### config.mk
export PLATFORM = sky130hd
export DESIGN_NAME = eth_tx_framer
export DESIGN_NICKNAME = d
export VERILOG_FILES = /design/src/rtl/eth_tx_pkg.sv /design/src/rtl/eth_tx_crc32.sv /design/src/rtl/eth_tx_src_subst.sv /design/src/rtl/eth_tx_seq.sv /design/src/rtl/eth_tx_framer.sv
export SDC_FILE = /design/constraint.sdc
export NUM_CORES = 1
export LEC_CHECK = 0
export BUFFER_PORTS_ARGS = -buffer_cell sky130_fd_sc_hd__buf_4
export CAP_MARGIN = 30
export CORE_MARGIN = 3
export CORE_UTILIZATION = 54
export CTS_BUF_LIST = sky130_fd_sc_hd__clkbuf_4
export DETAILED_ROUTE_END_ITERATION = 8
export PLACE_DENSITY = 0.92
export SYNTH_ARGS = -nofsm -noshare
export SYNTH_HDL_FRONTEND = slang
export SYNTH_SLANG_ARGS = --single-unit
### constraint.sdc
create_clock -name clk -period 3.4 [get_ports clk]
set_input_delay 0.17 -clock clk [delete_from_list [all_inputs] [get_ports clk]]
set_output_delay 0.17 -clock clk [all_outputs]
set_load 0.005 [all_outputs]
### src/rtl/eth_tx_pkg.sv
`timescale 1ns/1ps
// Shared types and the byte-wide CRC-32 step for the transmit frame generator.
package eth_tx_pkg;
    typedef enum logic [2:0] {
        ST_IDLE,
        ST_PRE,
        ST_DATA,
        ST_PAD,
        ST_FCS,
        ST_GAP
    } tx_state_e;

    localparam logic [31:0] CRC_POLY_REFL = 32'hEDB88320;
    localparam logic [31:0] CRC_PRESET    = 32'hFFFFFFFF;

    // Advance a reflected CRC-32 register by one byte, least significant bit first.
    function automatic logic [31:0] crc32_step(input logic [31:0] c, input logic [7:0] d);
        logic [31:0] r;
        r = c;
        for (int b = 0; b < 8; b++) begin
            r = (r[0] ^ d[b]) ? ((r >> 1) ^ CRC_POLY_REFL) : (r >> 1);
        end
        return r;
    endfunction
endpackage

### src/rtl/eth_tx_crc32.sv
`timescale 1ns/1ps
// CRC-32 accumulator. It is preset while `clear` is high and advances one byte
// per cycle while `update` is high. Assumes clear and update are never both high.
module eth_tx_crc32
    import eth_tx_pkg::*;
(
    input  logic        clk,
    input  logic        rst_n,
    input  logic        clear,
    input  logic        update,
    input  logic [7:0]  din,
    output logic [31:0] crc_q
);
    // Hold, preset or advance the running check value.
    always_ff @(posedge clk) begin
        if (!rst_n || clear) begin
            crc_q <= CRC_PRESET;
        end else if (update) begin
            crc_q <= crc32_step(crc_q, din);
        end
    end
endmodule

### src/rtl/eth_tx_src_subst.sv
`timescale 1ns/1ps
// Source-address replacement. At packet offset SA_OFFSET a 0xFF byte arms the
// replacement for SA_BYTES bytes starting there. Assumes `idx` is the offset of the
// byte currently on `din` and that `start` pulses before each packet.
module eth_tx_src_subst #(
    parameter int CNT_W     = 16,
    parameter int SA_OFFSET = 6,
    parameter int SA_BYTES  = 6
) (
    input  logic                  clk,
    input  logic                  rst_n,
    input  logic                  start,
    input  logic                  take,
    input  logic [CNT_W-1:0]      idx,
    input  logic [7:0]            din,
    input  logic [8*SA_BYTES-1:0] addr,
    output logic [7:0]            dout
);
    localparam int K_W = (SA_BYTES > 1) ? $clog2(SA_BYTES) : 1;
    localparam logic [CNT_W-1:0] WIN_LO = CNT_W'(SA_OFFSET);
    localparam logic [CNT_W-1:0] WIN_HI = CNT_W'(SA_OFFSET + SA_BYTES);

    logic [7:0]     addr_b [SA_BYTES];
    logic           armed_q;
    logic           in_win;
    logic           active;
    logic [K_W-1:0] k;

    // Split the address into bytes, the most significant one first on the wire.
    for (genvar g = 0; g < SA_BYTES; g++) begin : g_addr_bytes
        assign addr_b[g] = addr[8*(SA_BYTES-1-g) +: 8];
    end

    // Remember whether the marker byte was seen in this packet.
    always_ff @(posedge clk) begin
        if (!rst_n || start) begin
            armed_q <= 1'b0;
        end else if (take && idx == WIN_LO) begin
            armed_q <= (din == 8'hFF);
        end
    end

    // Choose the replacement byte or pass the packet byte through.
    always_comb begin
        in_win = (idx >= WIN_LO) && (idx < WIN_HI);
        k      = K_W'(idx - WIN_LO);
        active = in_win && ((idx == WIN_LO) ? (din == 8'hFF) : armed_q);
        dout   = active ? addr_b[k] : din;
    end

    // without the marker no byte inside the window is altered.
    a_r8_no_subst_unarmed: assert property (@(posedge clk) disable iff (!rst_n)
        (in_win && idx != WIN_LO && !armed_q) |-> (dout == din));
endmodule

### src/rtl/eth_tx_seq.sv
`timescale 1ns/1ps
// Frame sequencer. It walks through idle, preamble, packet, padding, check value and
// gap, and keeps the byte offset after the delimiter and a phase counter for the
// fixed-length parts. Assumes the source holds in_valid high from the first byte
// to the last byte of a packet.
module eth_tx_seq
    import eth_tx_pkg::*;
#(
    parameter int CNT_W     = 16,
    parameter int PH_W      = 4,
    parameter int PRE_LEN   = 7,
    parameter int MIN_BYTES = 60,
    parameter int GAP_LEN   = 12
) (
    input  logic             clk,
    input  logic             rst_n,
    input  logic             in_valid,
    input  logic             in_first,
    input  logic             in_last,
    output logic             in_ready,
    output tx_state_e        st,
    output logic [CNT_W-1:0] idx,
    output logic [PH_W-1:0]  ph
);
    localparam logic [CNT_W-1:0] MIN_M1  = CNT_W'(MIN_BYTES - 1);
    localparam logic [PH_W-1:0]  PH_SFD  = PH_W'(PRE_LEN);
    localparam logic [PH_W-1:0]  PH_FCS  = PH_W'(3);
    localparam logic [PH_W-1:0]  PH_GAP  = PH_W'(GAP_LEN - 1);

    tx_state_e st_q;

    // Step the frame state, the byte offset and the phase counter.
    always_ff @(posedge clk) begin
        if (!rst_n) begin
            st_q <= ST_IDLE;
            idx  <= '0;
            ph   <= '0;
        end else begin
            unique case (st_q)
                ST_IDLE: if (in_valid && in_first) begin
                    st_q <= ST_PRE;
                    ph   <= '0;
                end
                ST_PRE: begin
                    ph <= ph + 1'b1;
                    if (ph == PH_SFD) begin
                        st_q <= ST_DATA;
                        idx  <= '0;
                    end
                end
                ST_DATA: if (in_valid) begin
                    idx <= idx + 1'b1;
                    if (in_last) begin
                        st_q <= (idx < MIN_M1) ? ST_PAD : ST_FCS;
                        ph   <= '0;
                    end
                end
                ST_PAD: begin
                    idx <= idx + 1'b1;
                    if (idx == MIN_M1) begin
                        st_q <= ST_FCS;
                        ph   <= '0;
                    end
                end
                ST_FCS: begin
                    ph <= ph + 1'b1;
                    if (ph == PH_FCS) begin
                        st_q <= ST_GAP;
                        ph   <= '0;
                    end
                end
                default: begin
                    ph <= ph + 1'b1;
                    if (ph == PH_GAP) begin
                        st_q <= ST_IDLE;
                    end
                end
            endcase
        end
    end

    assign st       = st_q;
    assign in_ready = (st_q == ST_DATA);

    // the source must not leave a hole inside a packet (input assumption).
    a_r3_no_underrun: assert property (@(posedge clk) disable iff (!rst_n)
        (st_q == ST_DATA) |-> in_valid);

    // padding never carries the offset past the minimum size.
    a_r4_pad_bound: assert property (@(posedge clk) disable iff (!rst_n)
        (st_q == ST_PAD) |-> (idx <= MIN_M1));
endmodule

### src/rtl/eth_tx_framer.sv
`timescale 1ns/1ps
// Ethernet transmit frame generator, top level. It selects the byte for each frame
// part, feeds the check-value accumulator and registers the output toward the media
// adapter. Assumes a full-duplex link and a source that never stalls mid-packet.
module eth_tx_framer
    import eth_tx_pkg::*;
#(
    parameter int CNT_W     = 16,
    parameter int PRE_LEN   = 7,
    parameter int MIN_BYTES = 60,
    parameter int GAP_LEN   = 12,
    parameter int SA_OFFSET = 6,
    parameter int SA_BYTES  = 6
) (
    input  logic                  clk,
    input  logic                  rst_n,
    input  logic [8*SA_BYTES-1:0] cfg_src_addr,
    input  logic [7:0]            in_data,
    input  logic                  in_valid,
    input  logic                  in_first,
    input  logic                  in_last,
    output logic                  in_ready,
    output logic [7:0]            tx_data,
    output logic                  tx_en
);
    localparam int PH_MAX = (PRE_LEN > GAP_LEN) ? PRE_LEN : GAP_LEN;
    localparam int PH_W   = $clog2(PH_MAX + 1) + 1;

    tx_state_e        st;
    logic [CNT_W-1:0] idx;
    logic [PH_W-1:0]  ph;
    logic [7:0]       sub_byte;
    logic [7:0]       byte_c;
    logic             en_c;
    logic             take;
    logic [31:0]      crc_q;
    logic [7:0]       idle_cnt;

    eth_tx_seq #(
        .CNT_W(CNT_W), .PH_W(PH_W), .PRE_LEN(PRE_LEN),
        .MIN_BYTES(MIN_BYTES), .GAP_LEN(GAP_LEN)
    ) u_seq (
        .clk(clk), .rst_n(rst_n), .in_valid(in_valid), .in_first(in_first),
        .in_last(in_last), .in_ready(in_ready), .st(st), .idx(idx), .ph(ph)
    );

    assign take = in_ready && in_valid;

    eth_tx_src_subst #(
        .CNT_W(CNT_W), .SA_OFFSET(SA_OFFSET), .SA_BYTES(SA_BYTES)
    ) u_subst (
        .clk(clk), .rst_n(rst_n), .start(st == ST_PRE), .take(take),
        .idx(idx), .din(in_data), .addr(cfg_src_addr), .dout(sub_byte)
    );

    eth_tx_crc32 u_crc (
        .clk(clk), .rst_n(rst_n), .clear(st == ST_PRE),
        .update(take || st == ST_PAD), .din(byte_c), .crc_q(crc_q)
    );

    // Pick the byte that belongs to the current part of the frame.
    always_comb begin
        byte_c = 8'h00;
        en_c   = 1'b0;
        unique case (st)
            ST_PRE:  begin byte_c = (ph == PH_W'(PRE_LEN)) ? 8'hD5 : 8'h55; en_c = 1'b1; end
            ST_DATA: begin byte_c = sub_byte; en_c = in_valid; end
            ST_PAD:  begin byte_c = 8'h00; en_c = 1'b1; end
            ST_FCS:  begin byte_c = ~crc_q[8*ph[1:0] +: 8]; en_c = 1'b1; end
            default: begin byte_c = 8'h00; en_c = 1'b0; end
        endcase
    end

    // Register the frame byte and its enable toward the media adapter.
    always_ff @(posedge clk) begin
        if (!rst_n) begin
            tx_en   <= 1'b0;
            tx_data <= 8'h00;
        end else begin
            tx_en   <= en_c;
            tx_data <= byte_c;
        end
    end

    // Count idle output cycles, saturating, for the gap check.
    always_ff @(posedge clk) begin
        if (!rst_n) begin
            idle_cnt <= 8'hFF;
        end else if (tx_en) begin
            idle_cnt <= 8'h00;
        end else if (idle_cnt != 8'hFF) begin
            idle_cnt <= idle_cnt + 1'b1;
        end
    end

    // a frame always opens with a preamble byte.
    a_r2_opens_with_preamble: assert property (@(posedge clk) disable iff (!rst_n)
        $rose(tx_en) |-> (tx_data == 8'h55));

    // an accepted byte is on the wire in the following cycle.
    a_r3_accept_to_wire: assert property (@(posedge clk) disable iff (!rst_n)
        (in_valid && in_ready) |=> tx_en);

    // padding bytes are zero.
    a_r4_pad_zero: assert property (@(posedge clk) disable iff (!rst_n)
        (st == ST_PAD) |=> (tx_data == 8'h00));

    // the check value does not move while it is being sent.
    a_r6_crc_frozen: assert property (@(posedge clk) disable iff (!rst_n)
        (st == ST_FCS && ph != '0) |-> $stable(crc_q));

    // no frame starts before the gap has elapsed.
    a_r9_gap_kept: assert property (@(posedge clk) disable iff (!rst_n)
        $rose(tx_en) |-> (idle_cnt >= 8'(GAP_LEN)));
endmodule

# Word-level counts from Yosys, hierarchy flattened
# Cells that the tools add are included.
# word_totals
regBits	66
input_bits	61
out_inout_bits	10
elab_cells	98
# classes
add_sub_neg	3
n_lt_le_gt_ge	4
n_eq_ne	16
shift	1
n_mux	34
bitwise	18
reduce_logical	15
# op_table
cell	count
32-bit 2-to-1 mux	8
13-bit NOT with 14-bit output	8
16-bit case mux with 3 select lines	1
16-bit 2-to-1 mux	2
8-bit 2-to-1 mux	4
32-bit by 6-bit variable part select with 8-bit output	1
5-bit 2-to-1 mux	5
8-bit binary-select mux with 3-bit select	1
3-bit 2-to-1 mux	8
8-bit case mux with 3 select lines	1
5-bit case mux with 4 select lines	1
16-bit by 1-bit adder with 16-bit output, second input constant	1
16-bit by 3-bit == test with 1-bit output, second input constant	1
16-bit by 6-bit == test with 1-bit output, second input constant	1
16-bit by 3-bit greater-or-equal comparator with 1-bit output, second input constant	1
16-bit by 4-bit < comparator with 1-bit output, second input constant	1
16-bit by 6-bit < comparator with 1-bit output, second input constant	1
3-bit case mux with 5 select lines	1
8-bit == test, second input constant	1
8-bit NOT	1
1-bit XOR	8
7-bit AND reduction	1
3-bit by 2-bit == test with 1-bit output, second input constant	2
2-bit by 1-bit inequality test with 1-bit output, second input constant	3
other kinds (21)	28

# Longest topological paths before layout
# depth
depth_word	23
mapped_depth	12
mapped_depth_nobuf	10

# Hierarchy
# A second synthesis with hierarchy kept.
# unflattened
hier_cells	548
area_unflattened_um2	4717.0
# by_module_without_submodules
module	n_inst	cells_each	area_per_inst_um2	seq_area_each_um2
eth_tx_crc32	1	195	1843.0	640.6
eth_tx_seq	1	170	1428.9	480.5
eth_tx_framer	1	87	754.5	180.2
eth_tx_src_subst	1	96	690.7	20.0

# Least setup slack after synthesis
# Ideal clock, no wire load.
# synth_path
path_kind	register to register
startpoint	reg u_seq.idx[2]
endpoint	reg u_crc.crc_q[17]
setup_time_ns	0.070
t_arrival_ns	3.252
required_ns	3.330
setup_slack_ns	0.078
path_stages_with_launch	12
path_buffers	2
period_less_slack_ns	3.322
path_cell_list	dfxtp_1 > ha_1 > buf_2 > buf_1 > mux2_2 > a221oi_1 > a21oi_1 > a221o_2 > xor2_4 > xnor3_2 > xnor3_1 > a21oi_1
# synth_between
elab_chain_len	20
word_cells_on_any_way	30
cone_classes	add/sub (1); order compare (2); eq/ne (1); mux (14); bitwise (10); reduce/logical (2)
# synth_lines
element	line	text
from (decl)	eth_tx_seq.sv:22	output logic [CNT_W-1:0] idx,
from (signal assigned)	eth_tx_seq.sv:52	idx <= idx + 1'b1;
from (signal assigned)	eth_tx_seq.sv:59	idx <= idx + 1'b1;
3-bit subtractor	eth_tx_src_subst.sv:46	k = K_W'(idx - WIN_LO);
3-bit NOT with 4-bit output (implied by the code)	eth_tx_src_subst.sv:48	dout = active ? addr_b[k] : din;
8-bit binary-select mux with 3-bit select	eth_tx_src_subst.sv:48	
8-bit 2-to-1 mux (implied by the code) (2 in a row)	eth_tx_src_subst.sv:48	
8-bit 2-to-1 mux (*)	eth_tx_src_subst.sv:48	
8-bit case mux with 3 select lines (*)	eth_tx_framer.sv:65	unique case (st)
1-bit XOR	eth_tx_pkg.sv:21	r = (r[0] ^ d[b]) ? ((r >> 1) ^ CRC_POLY_REFL) : (r >> 1);
32-bit 2-to-1 mux	eth_tx_pkg.sv:21	
13-bit NOT with 14-bit output (no source line)	--	
32-bit 2-to-1 mux (2 in a row)	eth_tx_pkg.sv:21	
13-bit NOT with 14-bit output (no source line)	--	
32-bit 2-to-1 mux	eth_tx_pkg.sv:21	
13-bit NOT with 14-bit output (no source line)	--	
32-bit 2-to-1 mux	eth_tx_pkg.sv:21	
13-bit NOT with 14-bit output (no source line)	--	
32-bit 2-to-1 mux (*) (3 in a row)	eth_tx_pkg.sv:21	
to (signal assigned)	eth_tx_crc32.sv:19	crc_q <= crc32_step(crc_q, din);
to (decl)	eth_tx_crc32.sv:12	output logic [31:0] crc_q
# Every way passes the cells marked *; elsewhere a longest branch is shown, timed or not. The select of a mux whose other input is x is not followed.
# A chain may end at the register's enable or synchronous reset.

# Worst setup path in the final report
# layout_path
startpoint	reg u_seq.idx[11]
endpoint	reg u_crc.crc_q[17]
# layout_between
elab_chain_len	18
word_cells_on_any_way	25
cone_classes	order compare (2); eq/ne (1); mux (11); bitwise (9); reduce/logical (2)
# layout_lines
element	line	text
16-bit by 3-bit greater-or-equal comparator with 1-bit output (tied with other cells)	eth_tx_src_subst.sv:45	in_win = (idx >= WIN_LO) && (idx < WIN_HI);
1-bit logical AND / 1-bit 2-to-1 mux (equally long branches)	eth_tx_src_subst.sv:45, eth_tx_src_subst.sv:47	
1-bit logical AND (*)	eth_tx_src_subst.sv:47	active = in_win && ((idx == WIN_LO) ? (din == 8'hFF) : armed_q);
8-bit 2-to-1 mux (*)	eth_tx_src_subst.sv:48	
8-bit case mux with 3 select lines (*)	eth_tx_framer.sv:65	
1-bit XOR	eth_tx_pkg.sv:21	
32-bit 2-to-1 mux	eth_tx_pkg.sv:21	
13-bit NOT with 14-bit output (no source line)	--	
32-bit 2-to-1 mux (2 in a row)	eth_tx_pkg.sv:21	
13-bit NOT with 14-bit output (no source line)	--	
32-bit 2-to-1 mux	eth_tx_pkg.sv:21	
13-bit NOT with 14-bit output (no source line)	--	
32-bit 2-to-1 mux	eth_tx_pkg.sv:21	
13-bit NOT with 14-bit output (no source line)	--	
32-bit 2-to-1 mux (*) (3 in a row)	eth_tx_pkg.sv:21	
# Every way passes the cells marked *; elsewhere a longest branch is shown, timed or not.

==> results_dict.tcl <==
set metrics [dict create \
    arrival_ns 3.65 \
    setup_tns_ns 0 \
    max_freq_mhz 305 \
    worst-setup-path-type "reg -> reg" \
    synthDistinctLibCells 65 \
    dp_hpwl_um 8530 \
    cellLeakagePower_nw 2.33 \
    top_level_ports 71 \
    clock_tree.htree_level_count 3 \
    track_usage 0.242 \
    worst_hold_path_type "in -> reg" \
    dieHeight_um 97.9 \
    drtAntennaViolNets 0 \
    grt_max_degree 35 \
    fp.dieW_um 97.9 \
    gpl.final_weighted_congestion 0.987 \
    setup.worst_path.start_class "register" \
    yosys-top-cells-count "66 x sky130_fd_sc_hd__dfxtp_1, 37 x sky130_fd_sc_hd__nor2_1, 33 x sky130_fd_sc_hd__xnor2_1" \
    worst_clock_skew_ns 0.0120 \
    portBuffers 70 \
    antenna_found_initial 0 \
    vias 3770 \
    reg2reg_depth 9 \
    critical_path.max_stage_delay_ns 0.40 \
    postRouteWirelength_um 11300 \
    whs_path_depth 3 \
    post_route_cells_drive_above_1_share 0.318 \
    dp_worst_setup_slack_ns 0.0272 \
    synth.most_common_cell "sky130_fd_sc_hd__dfxtp_1" \
    pwr_density_nw_per_um2 341 \
    ir_drop_v 0.000160 \
    clock_insertion_delay_worst_skew_ns 0.44 \
    crit_path_slowest_cell "sky130_fd_sc_hd__a221o_2" \
    remaining_drc_errors 0 \
    critical_path_peak_fanout 6 \
    synthDominantCellAreaShare 0.290 \
    nNetsFinal 584 \
    synth_sequential_area_ratio 0.290 \
    clk_path_buf_depth 2 \
    maxCapViolations 0 \
    slew_violations 0 \
    cts_sinks 66 \
    syn-cell-area_um2 4560 \
    grt_first_pass_wirelength_um 18700 \
    critical_path.top_delay_family "XOR/XNOR gates" \
    slew-limit-headroom 0.469 \
    r2r_slack_ns 0.12 \
    hold_path_startpoint "in_data[6]" \
    post_drt_wl_per_cell_um 18.1 \
    worstPathBufferInverterCount 0 \
    initial_drc_count 336 \
    cp_num_cells 9 \
    flow.area_growth_from_synthesis_pct 18.5 \
    whs_ns 0.0581 \
    first_global_vias 3758 \
    setup_slack_ns 0.119 \
    post-route-min-period_ns 3.28 \
    worst_pin_slew_ns 0.797 \
    die-area_um2 9580 \
    post_synth_inst_count 445 \
    wp_data_required_ns 3.77 \
    synth.ff_latch_count 66 \
    finalHoldViolations 0 \
    number_of_detailed_routing_iterations_run_before_antenna_repair 8 \
    antenna-diode-count 0 \
    worst_setup_hold_path_clk_slew_ns 0.12 \
    postSynthAreaPerCell_um2 10.2 \
    r2r-end "u_crc.crc_q[17]" \
    cts_tree "built" \
    row_count 32 \
    synthArstFlopShare 0 \
    cts_made_buffers 9 \
    grt_overflow 0 \
    vias_per_cell 6.01 \
    hold-path-endpoint "tx_data[6]" \
    crit_chain "nor4_4 -> and4_4 -> mux2i_2 -> nor2_4 -> a221o_2 -> xor2_4 -> xnor3_2 -> xnor3_1 -> a21oi_1" \
    postSynth.topFlopCell "sky130_fd_sc_hd__dfxtp_1" \
    synth-warning-count 0 \
    synth.net_count 509 \
    outcome "completed" \
    final-setup-viol-count 0 \
    cts.root.buffer_cell "sky130_fd_sc_hd__clkbuf_4" \
    synth.area.top_cells "sky130_fd_sc_hd__dfxtp_1 29%, sky130_fd_sc_hd__xnor3_1 7.4%, sky130_fd_sc_hd__xnor2_1 6.3%" \
    start_util 0.572 \
    grt_setup_unrepaired "no" \
    finalCritPeriodShare 0.965 \
    yosys.area.top_type "sky130_fd_sc_hd__dfxtp_1" \
    coreArea_um2 7970 \
    synth-edff-count 0 \
    cp-end-kind "register" \
    reg_to_reg_start "u_seq.idx[11]" \
]
how the worst max path moves through the flow:
stage                       to           from
2_1_floorplan  u_crc.crc_q[17]   u_seq.idx[2]
3_3_place_gp   u_crc.crc_q[18]   u_seq.idx[1]
3_5_place_dp   u_crc.crc_q[17]   u_seq.idx[1]
5_1_grt        u_crc.crc_q[17]   u_seq.idx[6]
4_1_cts        u_crc.crc_q[16]   u_seq.idx[1]
6_report       u_crc.crc_q[17]  u_seq.idx[11]
sequential cells by signal (all words and copies together), names as in the netlist:
| register | count |
|---|---|
| tx_en | 1 |
| u_seq.idx | 16 |
| u_seq.ph | 5 |
| u_crc.crc_q | 32 |
| u_seq.st | 3 |
| tx_data | 8 |
| u_subst.armed_q | 1 |
routing by layer:
layer | wire (um) | share of wire | track usage | up-vias
li1 | - | - | - | 1760
met4 | 489 | 0.043 | 0.113 | 0
met3 | 1060 | 0.094 | 0.0664 | 52
met5 | 0 | 0 | 0 | -
met1 | 4320 | 0.38 | 0.291 | 1742
met2 | 5470 | 0.48 | 0.402 | 216
cells by family after synthesis:
kind of cell / Yosys count / share of synthesized area
simple gates: 134 / 0.161
compound gates: 102 / 0.159
xor+xnor: 82 / 0.262
flops: 66 / 0.290
buf+inv: 29 / 0.0269
mux: 29 / 0.0928
fa+ha+maj: 3 / 0.00824
power by group:
| group | switching, mW | total, mW | internal, mW |
|---|---|---|---|
| combinational | 0.267 | 0.601 | 0.334 |
| clock | 0.299 | 0.451 | 0.152 |
| sequential | 0.00577 | 0.791 | 0.785 |
| total | 0.572 | 1.84 | 1.27 |
metrics by stage:
stage	total power, mW	std cells	instance area (um2)	util
6_report	1.84	627	5400	0.678
5_1_grt	1.93	627	5400	0.678
4_1_cts	1.83	623	5340	0.670
3_5_place_dp	1.40	607	5230	0.657
3_3_place_gp	1.38	607	5230	0.657
2_1_floorplan	1.24	445	4560	-
layout make-up:
cell class	count	area, um2
multi-input combinational	350	3150
fill	527	2570
sequential	66	1320
timing repair buffer	91	683
tap	102	128
clock buffer	10	75.1
clock inverter	6	33.8
inverter	2	7.51
worst register-to-register path, stage by stage, from the launching register on:
cell and delay, ns:
sky130_fd_sc_hd__dfxtp_1 0.38, sky130_fd_sc_hd__nor4_4 0.36, sky130_fd_sc_hd__and4_4 0.31, sky130_fd_sc_hd__mux2i_2 0.34, sky130_fd_sc_hd__nor2_4 0.12, sky130_fd_sc_hd__a221o_2 0.40, sky130_fd_sc_hd__xor2_4 0.37, sky130_fd_sc_hd__xnor3_2 0.37
sky130_fd_sc_hd__xnor3_1 0.40, sky130_fd_sc_hd__a21oi_1 0.17
what timing repair did:
item,4_1_cts,5_1_grt
setup endpoints to repair,0,22
resized for setup,0,5
hold buffers,0,0
buffers inserted,0,4
cells in the final DEF, fill, tap and decap left out, types with 2 or more instances in the layout:
cell	instances
sky130_fd_sc_hd__buf_4	91
sky130_fd_sc_hd__dfxtp_1	66
sky130_fd_sc_hd__nor2_1	36
sky130_fd_sc_hd__xnor2_1	33
sky130_fd_sc_hd__nand2_1	32
sky130_fd_sc_hd__a21oi_1	21
sky130_fd_sc_hd__o211ai_1	21
sky130_fd_sc_hd__xor2_1	17
sky130_fd_sc_hd__o21ai_0	15
sky130_fd_sc_hd__xnor3_1	15
sky130_fd_sc_hd__nand3_1	13
sky130_fd_sc_hd__mux2_2	13
sky130_fd_sc_hd__o21ai_1	10
sky130_fd_sc_hd__clkbuf_4	10
sky130_fd_sc_hd__mux4_2	8
sky130_fd_sc_hd__and2_1	8
sky130_fd_sc_hd__xnor2_4	7
sky130_fd_sc_hd__a22oi_1	6
sky130_fd_sc_hd__a221oi_1	6
sky130_fd_sc_hd__o21a_1	6
sky130_fd_sc_hd__mux2i_1	6
sky130_fd_sc_hd__nor3_1	6
sky130_fd_sc_hd__nand4_1	5
sky130_fd_sc_hd__nand2b_1	5
sky130_fd_sc_hd__nor2b_1	5
sky130_fd_sc_hd__a221o_2	5
sky130_fd_sc_hd__and3_1	4
sky130_fd_sc_hd__xor2_4	4
sky130_fd_sc_hd__xor3_1	3
sky130_fd_sc_hd__clkinv_2	3
sky130_fd_sc_hd__nor4_4	2
sky130_fd_sc_hd__and2b_2	2
sky130_fd_sc_hd__a21o_1	2
sky130_fd_sc_hd__a221oi_4	2
sky130_fd_sc_hd__inv_1	2
sky130_fd_sc_hd__or3b_2	2
sky130_fd_sc_hd__ha_1	2
sky130_fd_sc_hd__clkinvlp_4	2
Power figures use the tool's default switching activity.
